File: src/rtl/keySeqPkg.sv
package keySeqPkg;

  localparam int KEY_W    = 14;
  localparam int NUM_KEYS = 5;
  localparam int STEP_W   = 3;

  localparam logic [KEY_W-1:0] STORE_KEY  = 14'h0FC0;
  localparam logic [KEY_W-1:0] RECALL_KEY = 14'h0C63;

  // Unlock keys, in the order they must be read.
  function automatic logic [KEY_W-1:0] keyAt(input logic [STEP_W-1:0] idx);
    case (idx)
      3'd0:    keyAt = 14'h0E38;
      3'd1:    keyAt = 14'h31C7;
      3'd2:    keyAt = 14'h03E0;
      3'd3:    keyAt = 14'h3C1F;
      3'd4:    keyAt = 14'h303F;
      default: keyAt = '1;
    endcase
  endfunction

  // Strobes from the datapath to the control.
  typedef struct packed {
    logic access;       // one-cycle strobe: falling edge of chip enable
    logic isWrite;      // write enable was low for this access
    logic hitExpected;  // address matches the key expected at the current step
    logic hitFirst;     // address matches the first key
    logic hitStore;     // address matches the store selector
    logic hitRecall;    // address matches the recall selector
  } dpEvt_t;

endpackage

File: src/rtl/keySeqDatapath.sv
module keySeqDatapath
  import keySeqPkg::*;
#(
  parameter int ADDR_W      = 15,
  parameter int SYNC_STAGES = 2
) (
  input  logic              clk,
  input  logic              rstN,
  input  logic              ceN,
  input  logic              weN,
  input  logic [ADDR_W-1:0] addr,
  input  logic [STEP_W-1:0] stepIdx,
  output dpEvt_t            evt
);

  localparam int LAST = SYNC_STAGES - 1;

  logic [SYNC_STAGES-1:0] ceChain;
  logic [SYNC_STAGES-1:0] weChain;
  logic [KEY_W-1:0]       addrChain [SYNC_STAGES];
  logic                   cePrev;
  logic [KEY_W-1:0]       addrNow;
  logic                   ceFall;

  generate
    if (ADDR_W > KEY_W) begin : g_hiBits
      logic addrHiUnused;
      assign addrHiUnused = ^addr[ADDR_W-1:KEY_W];
    end
  endgenerate

  genvar s;
  generate
    for (s = 0; s < SYNC_STAGES; s++) begin : g_sync
      if (s == 0) begin : g_first
        always_ff @(posedge clk) begin
          if (!rstN) begin
            ceChain[0]   <= 1'b1;
            weChain[0]   <= 1'b1;
            addrChain[0] <= '0;
          end else begin
            ceChain[0]   <= ceN;
            weChain[0]   <= weN;
            addrChain[0] <= addr[KEY_W-1:0];
          end
        end
      end else begin : g_next
        always_ff @(posedge clk) begin
          if (!rstN) begin
            ceChain[s]   <= 1'b1;
            weChain[s]   <= 1'b1;
            addrChain[s] <= '0;
          end else begin
            ceChain[s]   <= ceChain[s-1];
            weChain[s]   <= weChain[s-1];
            addrChain[s] <= addrChain[s-1];
          end
        end
      end
    end
  endgenerate

  always_ff @(posedge clk) begin
    if (!rstN) cePrev <= 1'b1;
    else       cePrev <= ceChain[LAST];
  end

  assign ceFall  = cePrev & ~ceChain[LAST];
  assign addrNow = addrChain[LAST];

  always_comb begin
    evt.access      = ceFall;
    evt.isWrite     = ~weChain[LAST];
    evt.hitExpected = (stepIdx < STEP_W'(NUM_KEYS)) && (addrNow == keyAt(stepIdx));
    evt.hitFirst    = (addrNow == keyAt('0));
    evt.hitStore    = (addrNow == STORE_KEY);
    evt.hitRecall   = (addrNow == RECALL_KEY);
  end

  // one strobe per falling edge, never two cycles long
  access_single_chk: assert property (@(posedge clk) disable iff (!rstN)
    evt.access |=> !evt.access);

endmodule

File: src/rtl/keySeqControl.sv
module keySeqControl
  import keySeqPkg::*;
(
  input  logic              clk,
  input  logic              rstN,
  input  dpEvt_t            evt,
  input  logic              lowVoltInhibit,
  input  logic              engineBusy,
  output logic [STEP_W-1:0] step,
  output logic              storeReq,
  output logic              recallReq
);

  localparam logic [STEP_W-1:0] FINAL_STEP = STEP_W'(NUM_KEYS);

  logic [STEP_W-1:0] stepNext;
  logic              storeNext;
  logic              recallNext;
  logic [STEP_W-1:0] restartStep;

  assign restartStep = evt.hitFirst ? STEP_W'(1) : '0;

  always_comb begin
    stepNext   = step;
    storeNext  = 1'b0;
    recallNext = 1'b0;
    if (engineBusy) begin
      stepNext = '0;
    end else if (evt.access) begin
      if (evt.isWrite) begin
        stepNext = '0;
      end else if (step == FINAL_STEP) begin
        if (evt.hitStore) begin
          stepNext  = '0;
          storeNext = ~lowVoltInhibit;
        end else if (evt.hitRecall) begin
          stepNext   = '0;
          recallNext = 1'b1;
        end else begin
          stepNext = restartStep;
        end
      end else if (evt.hitExpected) begin
        stepNext = step + STEP_W'(1);
      end else begin
        stepNext = restartStep;
      end
    end
  end

  always_ff @(posedge clk) begin
    if (!rstN) begin
      step      <= '0;
      storeReq  <= 1'b0;
      recallReq <= 1'b0;
    end else begin
      step      <= stepNext;
      storeReq  <= storeNext;
      recallReq <= recallNext;
    end
  end


  req_exclusive_chk: assert property (@(posedge clk) disable iff (!rstN)
    !(storeReq && recallReq));


  store_pulse_chk: assert property (@(posedge clk) disable iff (!rstN)
    storeReq |=> !storeReq);


  recall_pulse_chk: assert property (@(posedge clk) disable iff (!rstN)
    recallReq |=> !recallReq);


  store_from_final_chk: assert property (@(posedge clk) disable iff (!rstN)
    storeReq |-> ($past(step) == FINAL_STEP && step == '0));


  recall_from_final_chk: assert property (@(posedge clk) disable iff (!rstN)
    recallReq |-> ($past(step) == FINAL_STEP && step == '0));


  store_inhibit_chk: assert property (@(posedge clk) disable iff (!rstN)
    storeReq |-> !$past(lowVoltInhibit));


  busy_idle_chk: assert property (@(posedge clk) disable iff (!rstN)
    engineBusy |=> (step == '0 && !storeReq && !recallReq));


  write_abort_chk: assert property (@(posedge clk) disable iff (!rstN)
    (evt.access && evt.isWrite) |=> (step == '0 && !storeReq && !recallReq));


  step_move_chk: assert property (@(posedge clk) disable iff (!rstN)
    (step != $past(step)) |-> (step <= STEP_W'(1) || step == $past(step) + STEP_W'(1)));


  step_range_chk: assert property (@(posedge clk) disable iff (!rstN)
    step <= FINAL_STEP);

endmodule

File: src/rtl/keySeqDetector.sv
module keySeqDetector
  import keySeqPkg::*;
#(
  parameter int ADDR_W      = 15,
  parameter int SYNC_STAGES = 2
) (
  input  logic              clk,
  input  logic              rstN,
  input  logic              ceN,
  input  logic              weN,
  input  logic [ADDR_W-1:0] addr,
  input  logic              lowVoltInhibit,
  input  logic              engineBusy,
  output logic              storeReq,
  output logic              recallReq,
  output logic [2:0]        progress
);

  dpEvt_t            evt;
  logic [STEP_W-1:0] step;

  keySeqDatapath #(
    .ADDR_W     (ADDR_W),
    .SYNC_STAGES(SYNC_STAGES)
  ) u_datapath (
    .clk    (clk),
    .rstN   (rstN),
    .ceN    (ceN),
    .weN    (weN),
    .addr   (addr),
    .stepIdx(step),
    .evt    (evt)
  );

  keySeqControl u_control (
    .clk           (clk),
    .rstN          (rstN),
    .evt           (evt),
    .lowVoltInhibit(lowVoltInhibit),
    .engineBusy    (engineBusy),
    .step          (step),
    .storeReq      (storeReq),
    .recallReq     (recallReq)
  );

  assign progress = step;

endmodule

File: config.mk
export PLATFORM = sky130hd
export DESIGN_NAME = keySeqDetector
export DESIGN_NICKNAME = d
export VERILOG_FILES = /design/src/rtl/keySeqPkg.sv /design/src/rtl/keySeqDatapath.sv /design/src/rtl/keySeqControl.sv /design/src/rtl/keySeqDetector.sv
export SDC_FILE = /design/constraint.sdc
export NUM_CORES = 1
export LEC_CHECK = 0
export ABC_AREA = 1
export BUFFER_PORTS_ARGS = -buffer_cell sky130_fd_sc_hd__buf_2
export CAP_MARGIN = 20
export CORE_AREA = 5 5 59 66
export CTS_CLUSTER_DIAMETER = 50
export DETAILED_ROUTE_END_ITERATION = 7
export DIE_AREA = 0 0 64 71
export PLACE_DENSITY = 0.72
export SYNTH_ARGS = -nofsm -noshare
export SYNTH_HDL_FRONTEND = slang
export SYNTH_HIERARCHICAL = 1
export SYNTH_SLANG_ARGS = --single-unit
File: constraint.sdc
create_clock -name clk -period 1.67 [get_ports clk]
set_input_delay 0.167 -clock clk [delete_from_list [all_inputs] [get_ports clk]]
set_output_delay 0.167 -clock clk [all_outputs]
set_load 0.02 [all_outputs]
==> flow_metrics.tcl, run 1 <==
set metrics [dict create \
    rows 22 \
    ys_types 25 \
    setup.worst_path.end_class "register" \
    ff2ff_setup_slack_ns 0.07 \
    period_share 0.957 \
    synth_area_leaders "dfxtp_1 (47%), nand2_1 (15%), inv_1 (8.6%)" \
    cts_buffers 5 \
    slew_headroom 0.801 \
    setup-violations-final 0 \
    final-hold-violation-count 0 \
    rsz0062_at_grt "true" \
    clk_pin_slew_worst_paths_ns 0.10 \
    grtUsageTotal 0.115 \
    min_period_ns 1.60 \
    syn_area_per_cell_sq_um 7.17 \
    yosysTopAreaCell "dfxtp_1" \
    grt_max_degree 34 \
    clock_latency_ns 0.32 \
    ys.flop_type "dfxtp_1" \
    wl_per_cell_um 8.95 \
    synth-edff-count 0 \
    synth.most_common_cell "nand2_1" \
    drc 0 \
    place_congestion 0.855 \
    status "completed" \
    crit_top_cell "nand2_1" \
    fmaxAchievable_mhz 626 \
    grt_overflow_total 0 \
    start_util 0.499 \
    cp.required_ns 1.92 \
    drt-initial-drc-count 57 \
    p_leak_nw 1.02 \
    ys_seq_elements 38 \
    worst_path_max_delay_cell "dfxtp_4" \
    crit_arrival_ns 1.85 \
    grt_pass1_wl_mm 4.24 \
    drive_gt1_frac 0.305 \
    grt_pass1_vias 1085 \
    pre_cts_slack_ns 0.0232 \
    ios 26 \
    ys_seq_area_frac 0.474 \
    nets 282 \
    regArea_sq_um 771 \
    synth_fa_ha_area_frac 0.0156 \
    dieArea_sq_um 4540 \
    synthTopCellsByCount "nand2_1 (63), dfxtp_1 (38), inv_1 (37)" \
    fin_tns_setup_ns 0 \
    synth_mux_area_frac 0 \
    die_h_um 71 \
    synthArstFlopShare 0 \
    cap_violations 0 \
    cp-start-kind "register" \
    placed_cells 284 \
    syn_nets 247 \
    peakVddDrop_mv 0.603 \
    setup_ws_ns 0.0718 \
    whs_ns 0.0173 \
    portBuffers 24 \
    hold_path.class "input pin to register" \
    max_stage_delay_ns 0.39 \
    drv_slew 0 \
    htreeDepth 2 \
    dpl_cell_area_sq_um 1790 \
    n_antenna_cell 0 \
    cts_root_buf "clkbuf_4" \
    clockBufferDepth 2 \
    fin_skew_ns 0.00427 \
    final_cell_count_no_fill 295 \
    wirelength_mm 2.64 \
    path_cells "inv_4 > nand2_4 > nand2_1 > nand2_1 > nand2_1 > nand3_2 > nor2_2 > nand2_1 > nor2_4 > inv_2 > nor2_1 > nand3_1 > a21oi_1" \
    syn_to_final_growth_pct 20.5 \
    final_cell_area_sq_um 1940 \
    drt_first_pass_iters 4 \
    synth_top_family_by_area "simple AND/OR/NAND/NOR gates" \
    synth_warnings 6 \
    synth_cells 224 \
    cts.sinks 38 \
    synthSimpleGateAreaFrac 0.347 \
    worst_slew_pin_slew_ns 0.298 \
    core_area_sq_um 3220 \
    synth-compound-area-share 0.0241 \
    dr_total_vias 1345 \
    fill_cells 320 \
    yosysTopAreaCellShare 0.474 \
    synth-xor-area-share 0 \
    tritoncts "yes" \
    multiInputGateArea_sq_um 667 \
    crit_fanout 6 \
    syn_area_sq_um 1610 \
    die_w_um 64 \
    antenna_found_initial 0 \
    critical_path_class "register to register" \
    powerDensity_nw_per_um2 766 \
    dp_hpwl_mm 1.90 \
    via_per_inst 4.56 \
    antenna_left 0 \
]
-- per-layer routing --
metal | track usage | wire [um]
met1 | 0.138 | 1190
met2 | 0.183 | 1260
met3 | 0.0349 | 136
met4 | 0.0624 | 49
met5 | 0 | 0
-- kinds of logic (layout without fill, tap and decap cells) --
group                    after synthesis  after routing
buffers and inverters                 59             94
AND/OR/NAND/NOR                      118            118
adder cells (fa/ha/maj)                2              2
AO/OA/AOI/OAI                          7              7
flip-flops                            38             38
-- area by class of cell --
| class | instances | area share |
|---|---|---|
| Sequential cell | 38 | 0.398 |
| Tap cell | 36 | 0.0233 |
| Inverter | 54 | 0.107 |
| Clock buffer | 6 | 0.0213 |
| Multi-Input combinational cell | 127 | 0.345 |
| Timing Repair Buffer | 33 | 0.101 |
| Clock inverter | 1 | 0.00388 |
-- per-stage QoR --
| stage | utilization | total power (W) |
|---|---|---|
| 4_1_cts | 0.573 | 0.00150 |
| 3_3_place_gp | 0.555 | 0.00108 |
| 3_5_place_dp | 0.555 | 0.00108 |
| 2_1_floorplan | - | 0.00105 |
| 6_report | 0.601 | 0.00148 |
| 5_1_grt | 0.601 | 0.00157 |
-- flip-flops by register name, summed over array words and instances (netlist names) --
register,cells
u_datapath/addrChain,28
u_control/step,3
u_datapath/ceChain,2
u_datapath/weChain,2
u_control/recallReq,1
u_control/storeReq,1
u_datapath/cePrev,1
-- placed cells by master, fill, tap and decap left out --
master and instances:
or2_0 1, inv_2 16, ha_1 2, inv_1 36
dfxtp_2 2, inv_4 2, nor2_4 3, nand3_2 2
dfxtp_4 2, nand2_4 2, buf_2 24, dlygate4sd3_1 2
nand4_1 10, nor2_1 8, nor2_2 2, dfxtp_1 34
a21oi_2 1, or2_2 2, clkbuf_1 1, buf_6 1
nand2_1 60, a21oi_1 4, nand3_1 13, nand3b_1 2
clkbuf_4 5, buf_4 6, nor4_1 3, nand3_4 1
or2_4 2, o21ai_2 1, o21ai_1 1, nor3_1 3
clkinvlp_4 1, nand2_2 4
-- report_power, final --
group          leakage (nW)  total, W  switching [W]  internal [W]
Clock                0.0243  0.000417       0.000260      0.000157
Sequential            0.316  0.000956      0.0000162      0.000940
Combinational         0.677  0.000110      0.0000574     0.0000528
Total                  1.02   0.00148       0.000333       0.00115
-- worst max-delay path: cells and delay by family (launching register included) --
family | cells | cell delay [ns]
compound gates | 1 | 0.13
buf+inv | 2 | 0.14
flops | 1 | 0.39
simple gates | 10 | 0.87
-- worst paths after layout --
check	end	cells past startpoint	from
worst max-delay path	u_control/step[1]$_SDFFE_PP0P_	13	u_control/step[0]$_SDFFE_PP0P_
worst min-delay path	u_datapath/weChain[0]$_SDFF_PN1_	3	weN
worst max register to register	u_control/step[1]$_SDFFE_PP0P_	13	u_control/step[0]$_SDFFE_PP0P_
worst min register to register	u_datapath/weChain[1]$_SDFF_PN1_	2	u_datapath/weChain[0]$_SDFF_PN1_
-- timing repair --
action / in CTS / in global routing
gates resized for setup: 0 / 21
endpoints found under the setup margin: 0 / 4
hold endpoints to repair: 1 / 1
hold buffers: 1 / 1
buffers inserted: 0 / 2
(Power assumes the default switching activity.)
==> run 2, diff against run 1 <==
--- a/config.mk
+++ b/config.mk
@@ -9,6 +9,7 @@
 export BUFFER_PORTS_ARGS = -buffer_cell sky130_fd_sc_hd__buf_2
 export CAP_MARGIN = 20
 export CORE_AREA = 5 5 59 66
+export CTS_BUF_LIST = sky130_fd_sc_hd__clkbuf_16
 export CTS_CLUSTER_DIAMETER = 50
 export DETAILED_ROUTE_END_ITERATION = 7
 export DIE_AREA = 0 0 64 71
==> flow_metrics.tcl, run 2 (synthesis results as in run 1) <==
set metrics [dict create \
    final_common_cell "nand2_1" \
    p_seq_frac 0.502 \
    dp_hpwl_mm 1.90 \
    cap_violations 0 \
    dr_total_vias 1337 \
    htreeDepth 2 \
    powerDensity_nw_per_um2 951 \
    hold_path.class "input pin to register" \
    grt_pass1_wl_mm 4.39 \
    drt_first_pass_iters 4 \
    period_share 0.936 \
    setup-violations-final 0 \
    drt-initial-drc-count 78 \
    rsz0062_at_grt "true" \
    crit_fanout 6 \
    fmaxAchievable_mhz 640 \
    grt_overflow_total 0 \
    cts.sinks 38 \
    slew_headroom 0.811 \
    critical_path_class "register to register" \
    wl_per_cell_um 9.18 \
    clock_latency_ns 0.27 \
    cts_root_buf "clkbuf_16" \
    crit_arrival_ns 1.76 \
    drive_gt1_frac 0.298 \
    drv_slew 0 \
    hold_buffers 0 \
    nets 281 \
    min_period_ns 1.56 \
    clk_pin_slew_worst_paths_ns 0.05 \
    globalRouteMet2Util 0.191 \
    groute.layer.met3.usage 0.0397 \
    grt_busiest_layer "met2" \
    worst_path_max_delay_cell "dfxtp_4" \
    syn_to_final_growth_pct 25.0 \
    switching_share 0.199 \
    setup.worst_path.end_class "register" \
    internal-power_w 0.00153 \
    p_sw_w 0.000381 \
    grtUsageTotal 0.123 \
    use_met1 0.141 \
    fill_cells 300 \
    dieArea_sq_um 4540 \
    start_util 0.499 \
    largest_register_ffs 28 \
    max_stage_delay_ns 0.38 \
    clockBufferDepth 2 \
    final_cell_mix "nand2_1 (62), inv_1 (37), dfxtp_1 (35)" \
    die_w_um 64 \
    path_cells "inv_4 > nand2_4 > nand2_1 > nand2_1 > nand2_1 > nand3_2 > nor2_1 > nand2_1 > nor2_4 > inv_2 > nor2_1 > nand3_1 > a21oi_1" \
    worst_slew_pin_slew_ns 0.283 \
    portBuffers 24 \
    cp.required_ns 1.87 \
    antenna_left 0 \
    pre_cts_slack_ns 0.0232 \
    cp-start-kind "register" \
    clockPowerShare 0.442 \
    crit_buf_inv 2 \
    wirelength_mm 2.70 \
    status "completed" \
    grt_pass1_vias 1089 \
    grt_max_degree 34 \
    n_antenna_cell 0 \
    peakVddDrop_mv 0.809 \
    total_power_w 0.00191 \
    tritoncts "yes" \
    p_leak_nw 1.06 \
    die_h_um 71 \
    place_congestion 0.855 \
    cts_buffers 5 \
    fin_skew_ns 0.00356 \
    pwr-share-comb 0.057 \
    antenna_found_initial 0 \
    cp_top_family "simple AND/OR/NAND/NOR gates" \
    top_register "u_datapath/addrChain" \
    via_per_inst 4.55 \
    drc 0 \
    setup_ws_ns 0.108 \
    crit_top_cell "nand2_1" \
    reg_top3 "u_datapath/addrChain x28, u_control/step x3" \
    final-hold-violation-count 0 \
    rows 22 \
    ios 26 \
    core_area_sq_um 3220 \
]
run 2: layout make-up:
| class | instances | area [sq um] | area share |
|---|---|---|---|
| clock buffers | 5 | 125 | 0.0623 |
| clock inverters | 2 | 11.3 | 0.00561 |
| inverters | 54 | 208 | 0.103 |
| multi-input cells | 127 | 666 | 0.331 |
| flip-flops and latches | 38 | 769 | 0.383 |
| well taps | 36 | 45.0 | 0.0224 |
| repair buffers | 32 | 184 | 0.0916 |
run 2: metrics by stage:
| stage | util | hold WS [ns] | instances | area [sq um] | TNS [ns] |
|---|---|---|---|---|---|
| 2_1_floorplan | - | 0.252 | 224 | 1610 | 0 |
| 3_3_place_gp | 0.555 | 0.336 | 284 | 1790 | 0 |
| 3_5_place_dp | 0.555 | 0.342 | 284 | 1790 | 0 |
| 4_1_cts | 0.598 | 0.0581 | 291 | 1920 | 0 |
| 5_1_grt | 0.624 | 0.0671 | 294 | 2010 | -0.102 |
| 6_report | 0.624 | 0.0618 | 294 | 2010 | 0 |
run 2: routing by layer:
layer | share of wire | vias to the layer above
met3 | 0.062 | 6
met4 | 0.023 | 0
met2 | 0.49 | 33
li1 | - | 742
met5 | 0 | -
met1 | 0.42 | 556
run 2: worst register-to-register path, cell delays in order, from the launching register on:
cell     delay [ns]
dfxtp_4        0.38
inv_4          0.09
nand2_4        0.08
nand2_1        0.06
nand2_1        0.05
nand2_1        0.07
nand3_2        0.08
nor2_1         0.10
nand2_1        0.09
nor2_4         0.14
inv_2          0.05
nor2_1         0.09
nand3_1        0.08
a21oi_1        0.13
run 2: worst paths after layout:
| check | startpoint | to | slack [ns] | depth (start not counted) |
|---|---|---|---|---|
| max | u_control/step[0]$_SDFFE_PP0P_ | u_control/step[1]$_SDFFE_PP0P_ | 0.11 | 13 |
| min | ceN | u_datapath/ceChain[0]$_SDFF_PN1_ | 0.06 | 3 |
| max reg2reg | u_control/step[0]$_SDFFE_PP0P_ | u_control/step[1]$_SDFFE_PP0P_ | 0.11 | 13 |
| min reg2reg | u_datapath/weChain[0]$_SDFF_PN1_ | u_datapath/weChain[1]$_SDFF_PN1_ | 0.40 | 2 |
run 2: power groups by stage:
| stage | registers, W | logic, W | clock network, W |
|---|---|---|---|
| after floorplan | 0.000975 | 0.0000715 | 0 |
| final | 0.000958 | 0.000108 | 0.000844 |
| after CTS | 0.000960 | 0.000105 | 0.000873 |
| after detailed placement | 0.000979 | 0.000103 | 0 |
| after global routing | 0.000960 | 0.000127 | 0.000914 |
| after global placement | 0.000978 | 0.000102 | 0 |
run 2: repair_timing:
| action | CTS | global route |
|---|---|---|
| buffers inserted | 0 | 3 |
| endpoints found under the setup margin | 0 | 3 |
| resized for setup | 0 | 18 |
